===== src/rtl/can_bt_pkg.sv =====
package can_bt_pkg;
  typedef enum logic [1:0] {
    PH_SYNC = 2'd0,
    PH_SEG1 = 2'd1,
    PH_SEG2 = 2'd2
  } bt_phase_e;
endpackage


===== src/rtl/can_bt_rxsync.sv =====
module can_bt_rxsync #(
  parameter int STAGES = 2
) (
  input  logic clk,
  input  logic rst_n,
  input  logic rx_raw,
  output logic rx_s,
  output logic fall
);
  logic [STAGES-1:0] sr;
  logic              prev;

  // shift chain, recessive on reset
  always_ff @(posedge clk) begin
    if (!rst_n) begin
      sr   <= '1;
      prev <= 1'b1;
    end else begin
      sr   <= {sr[STAGES-2:0], rx_raw};
      prev <= sr[STAGES-1];
    end
  end

  assign rx_s = sr[STAGES-1];
  assign fall = prev & ~rx_s;
endmodule


===== src/rtl/can_bt_hardsync.sv =====
module can_bt_hardsync (
  input  logic clk,
  input  logic rst_n,
  input  logic bus_idle,
  input  logic fall,
  output logic fire,
  output logic armed
);
  assign fire = fall & bus_idle & armed;

  // disarm on firing, re-arm once the bus leaves idle
  always_ff @(posedge clk) begin
    if (!rst_n)         armed <= 1'b1;
    else if (fire)      armed <= 1'b0;
    else if (!bus_idle) armed <= 1'b1;
  end
endmodule


===== src/rtl/can_bt_segcnt.sv =====
module can_bt_segcnt
  import can_bt_pkg::*;
#(
  parameter int T1_W = 4,
  parameter int T2_W = 3
) (
  input  logic            clk,
  input  logic            rst_n,
  input  logic            bus_idle,
  input  logic [T1_W-1:0] seg1_len,
  input  logic [T2_W-1:0] seg2_len,
  input  logic            fire,
  output bt_phase_e       phase,
  output logic            tx_point,
  output logic            sample_point
);
  localparam int CNT_W = (T1_W > T2_W) ? T1_W : T2_W;

  logic [CNT_W-1:0] cnt;
  logic [T1_W-1:0]  t1_q;
  logic [T2_W-1:0]  t2_q;
  logic             last1, last2, seg1_first;

  assign last1      = (phase == PH_SEG1) && (cnt == CNT_W'(t1_q));
  assign last2      = (phase == PH_SEG2) && (cnt == CNT_W'(t2_q));
  assign seg1_first = (phase == PH_SEG1) && (cnt == '0);

  // active lengths: loaded in reset or at a bit boundary while idle
  always_ff @(posedge clk) begin
    if (!rst_n) begin
      t1_q <= seg1_len;
      t2_q <= seg2_len;
    end else if (last2 && bus_idle && !fire) begin
      t1_q <= seg1_len;
      t2_q <= seg2_len;
    end
  end

  always_ff @(posedge clk) begin
    if (!rst_n) begin
      phase <= PH_SYNC;
      cnt   <= '0;
    end else if (fire) begin
      phase <= PH_SEG1;
      cnt   <= '0;
    end else begin
      unique case (phase)
        PH_SYNC: begin
          phase <= PH_SEG1;
          cnt   <= '0;
        end
        PH_SEG1: begin
          if (last1) begin
            phase <= PH_SEG2;
            cnt   <= '0;
          end else begin
            cnt <= cnt + 1'b1;
          end
        end
        PH_SEG2: begin
          if (last2) begin
            phase <= PH_SYNC;
            cnt   <= '0;
          end else begin
            cnt <= cnt + 1'b1;
          end
        end
        default: begin
          phase <= PH_SYNC;
          cnt   <= '0;
        end
      endcase
    end
  end

  assign tx_point     = (phase == PH_SYNC) | (fire & ~seg1_first);
  assign sample_point = last1 & ~fire;
endmodule


===== src/rtl/can_bit_timer.sv =====
module can_bit_timer
  import can_bt_pkg::*;
#(
  parameter int T1_W        = 4,
  parameter int T2_W        = 3,
  parameter int SYNC_STAGES = 2
) (
  input  logic            clk,
  input  logic            rst_n,
  input  logic            rx_in,
  input  logic            bus_idle,
  input  logic [T1_W-1:0] seg1_len,
  input  logic [T2_W-1:0] seg2_len,
  output logic            tx_point,
  output logic            sample_point,
  output logic            rx_bit
);
  logic      rx_s, fall, fire, armed;
  bt_phase_e phase;

  can_bt_rxsync #(.STAGES(SYNC_STAGES)) u_sync (
    .clk(clk), .rst_n(rst_n), .rx_raw(rx_in), .rx_s(rx_s), .fall(fall)
  );

  can_bt_hardsync u_hs (
    .clk(clk), .rst_n(rst_n), .bus_idle(bus_idle), .fall(fall),
    .fire(fire), .armed(armed)
  );

  can_bt_segcnt #(.T1_W(T1_W), .T2_W(T2_W)) u_seg (
    .clk(clk), .rst_n(rst_n), .bus_idle(bus_idle),
    .seg1_len(seg1_len), .seg2_len(seg2_len), .fire(fire),
    .phase(phase), .tx_point(tx_point), .sample_point(sample_point)
  );

  // bit capture at the sample point
  always_ff @(posedge clk) begin
    if (!rst_n)            rx_bit <= 1'b1;
    else if (sample_point) rx_bit <= rx_s;
  end
endmodule


===== config.mk =====
export PLATFORM = sky130hd
export DESIGN_NAME = can_bit_timer
export DESIGN_NICKNAME = d
export VERILOG_FILES = /design/src/rtl/can_bt_pkg.sv /design/src/rtl/can_bt_rxsync.sv /design/src/rtl/can_bt_hardsync.sv /design/src/rtl/can_bt_segcnt.sv /design/src/rtl/can_bit_timer.sv
export SDC_FILE = /design/constraint.sdc
export NUM_CORES = 1
export LEC_CHECK = 0
export BUFFER_PORTS_ARGS = -buffer_cell sky130_fd_sc_hd__clkbuf_2
export CAP_MARGIN = 20
export CORE_ASPECT_RATIO = 0.8
export CORE_UTILIZATION = 40
export DETAILED_ROUTE_END_ITERATION = 7
export GPL_TIMING_DRIVEN = 0
export PLACE_DENSITY = 0.57
export SYNTH_ARGS = -nofsm -noshare
export SYNTH_HDL_FRONTEND = slang
export SYNTH_SLANG_ARGS = --single-unit

===== constraint.sdc =====
create_clock -name clk -period 4.6 [get_ports clk]
set_clock_uncertainty 0.1 [all_clocks]
set_input_delay 0.23 -clock clk [delete_from_list [all_inputs] [get_ports clk]]
set_output_delay 0.23 -clock clk [all_outputs]
set_load 0.01 [all_outputs]

==> flow_summary.toml <==
[finish]
layout_commonest_cell = "clkbuf_2"
n_fill_cell = 178
finalNetCount = 112
area_growth_pct = 23.54
layout_common_cells = "clkbuf_2 (13), dfxtp_1 (11), dlygate4sd3_1 (8)"
drive_gt1_frac = 0.2316
diodes = 0

[floorplan]
floorplan.die_area_sq_um = 2330
core_area_sq_um = 1944
io_pins = 14
std_cell_rows = 14
die_h_um = 43.37
die_w_um = 53.72
start_util = 0.4402

[worst_hold_path]
hold_class = "in -> reg"
hp-start = "bus_idle"
whs_endpoint = "u_hs.armed"
min_delay_path_depth = 2

[detailed_routing]
drt_iter0_drc = 12
num_vias = 571
drt_pass1_iterations = 4
drc = 0
route.final.wire_length_mm = 1.482
ant_nets = 0
wire_per_inst_um = 12.45
routed_via_density = 4.798

[grt]
grt_pass1_wl_mm = 2.490
grt_pass1_vias = 557
groute.usage.overall = 0.1634
antenna_found_initial = 0
grt-ovfl-total = 0
grt_max_degree = 11

[critical_path]
cp.arrival_ns = 1.76
required_ns = 4.27
ff2ff_path_depth = 3
r2r_start = "u_seg.cnt[1]"
path_class = "reg -> out"
r2r_end = "u_seg.t1_q[0]"
startpoint_type = "flip-flop"
worst_setup_path_end_kind = "output port"
reg2reg_setup_slack_ns = 2.90
crit_path_max_fanout = 5

[clock_tree]
clk_latency_ns = 0.30
cts-root-buf = "clkbuf_4"
numCtsBuffers = 3
clkTransAtPathRegs_ns = 0.11
htree_levels = 1
ctsResizeCount = 0
ctsHoldBuffers = 6
cts_setup_buffers = 0
clk_path_buf_depth = 2
clock-sinks = 18
cts_tree = "built"

[synth]
ys_async_sr_fraction = 0
synth_nets = 86
syn_area_sq_um = 855.8
synth.distinct_cells = 28
synth.avg_cell_area_sq_um = 12.23
syn-instance-count = 70
yosysSeqAreaShare = 0.5029
synth_edf_count = 7
ys_ff_latch = 18
yosys-top-cells-area = "dfxtp_1 (26%), edfxtp_1 (25%), ha_1 (7.3%)"
yosys_most_used_dff = "dfxtp_1"
ys_warn_count = 0
synth_top_area_frac = 0.2573
yosysTopAreaCell = "dfxtp_1"

[timing]
report.final.slew_viol_count = 0
post-route-period-util = 0.4554
timing.setup.tns_ns = 0
finalHoldViolCount = 0
tightest_slew_ns = 0.3957
layout_setup_ws_ns = 2.505
setup_violations = 0
rsz0062_at_grt = "no"
relSlewSlack = 0.7353
finalCriticalPeriod_ns = 2.095
fmax_mhz = 477.4

[power_and_ir_drop]
peakVddDrop_v = 0.0002497
power_uw = 302.7
powerDensity_nw_per_um2 = 286.3
leakagePower_uw = 0.0004555

[place]
portBuffers = 13
gp_congestion = 0.7165
hpwl_mm = 1.064
dp_slack_ns = 2.840

[job]
maxCapViolCount = 0

[status]
outcome = "finished, final reports clean"
## logic make-up after synthesis
group                      after synthesis  synth area share
and+or+nand+nor                         21            0.1608
DFF                                     18            0.5029
AOI/OAI and AO/OA                       10            0.1316
xor gates and xnor gates                 9            0.1009
buffers and inverters                    7           0.03071
adders and majority gates                5           0.07310
## registers in the layout (all words and copies together) (netlist names)
signal	count
rx_bit	1
u_sync.sr	2
u_hs.armed	1
u_seg.t2_q	3
u_seg.phase	2
u_sync.prev	1
u_seg.t1_q	4
u_seg.cnt	4
## worst max-delay path: stages, from the launching register on
cell	delay [ns]
dfxtp_1	0.54
xor2_2	0.17
nor4_2	0.39
and3_1	0.23
clkbuf_2	0.13
## final cells by class
cell class	instances	area, sq um	area share
inverters	7	26.28	0.02485
clock buffers	3	22.52	0.02130
multi-input cells	45	399.1	0.3775
clock inverters	1	3.754	0.003550
flip-flops and latches	18	430.4	0.4071
repair buffers	21	145.1	0.1373
well taps	24	30.03	0.02840
## layer usage
metal / routed length (um) / part of all wire / vias to the layer above / global-route usage
met2: 667 / 0.45 / 10 / 0.2272
met4: 19 / 0.013 / 0 / 0.04737
met1: 746 / 0.50 / 261 / 0.2280
li1: - / - / 298 / -
met5: 0 / 0 / - / 0
met3: 49 / 0.033 / 2 / 0.07368
## cells in the mapped netlist, types with 2 or more instances
cell type	number
o41ai_4	2
edfxtp_1	7
xor2_1	7
and2_1	4
nand3_1	5
ha_1	5
inv_1	7
nand2b_1	3
dfxtp_1	11
## power breakdown
group | internal [uW] | switching [uW]
Clock | 31.6 | 49.8
Combinational | 22.3 | 22.1
Sequential | 173 | 4.01
Total | 227 | 75.9
## how the worst max path moves through the flow
stage	startpoint	to	cells after the start
after global routing	u_seg.cnt[3]	sample_point	4
after floorplan	u_seg.t2_q[1]	u_seg.t1_q[0]	3
after global placement	u_seg.cnt[3]	sample_point	4
final	u_seg.cnt[3]	sample_point	4
after CTS	u_seg.cnt[3]	sample_point	4
after detailed placement	u_seg.cnt[3]	sample_point	4
## stage by stage
stage          area [sq um]  hold slack (ns)  cells  utilization
4_1_cts                1037       0.00004288    117       0.5335
3_5_place_dp          950.9           0.3086    107       0.4891
6_report               1057          0.02927    119       0.5438
3_3_place_gp          950.9           0.3016    107       0.4891
5_1_grt                1057          0.01651    119       0.5438
2_1_floorplan         855.8           0.2018     70            -
Note: power is estimated with default switching activity, not from simulation.
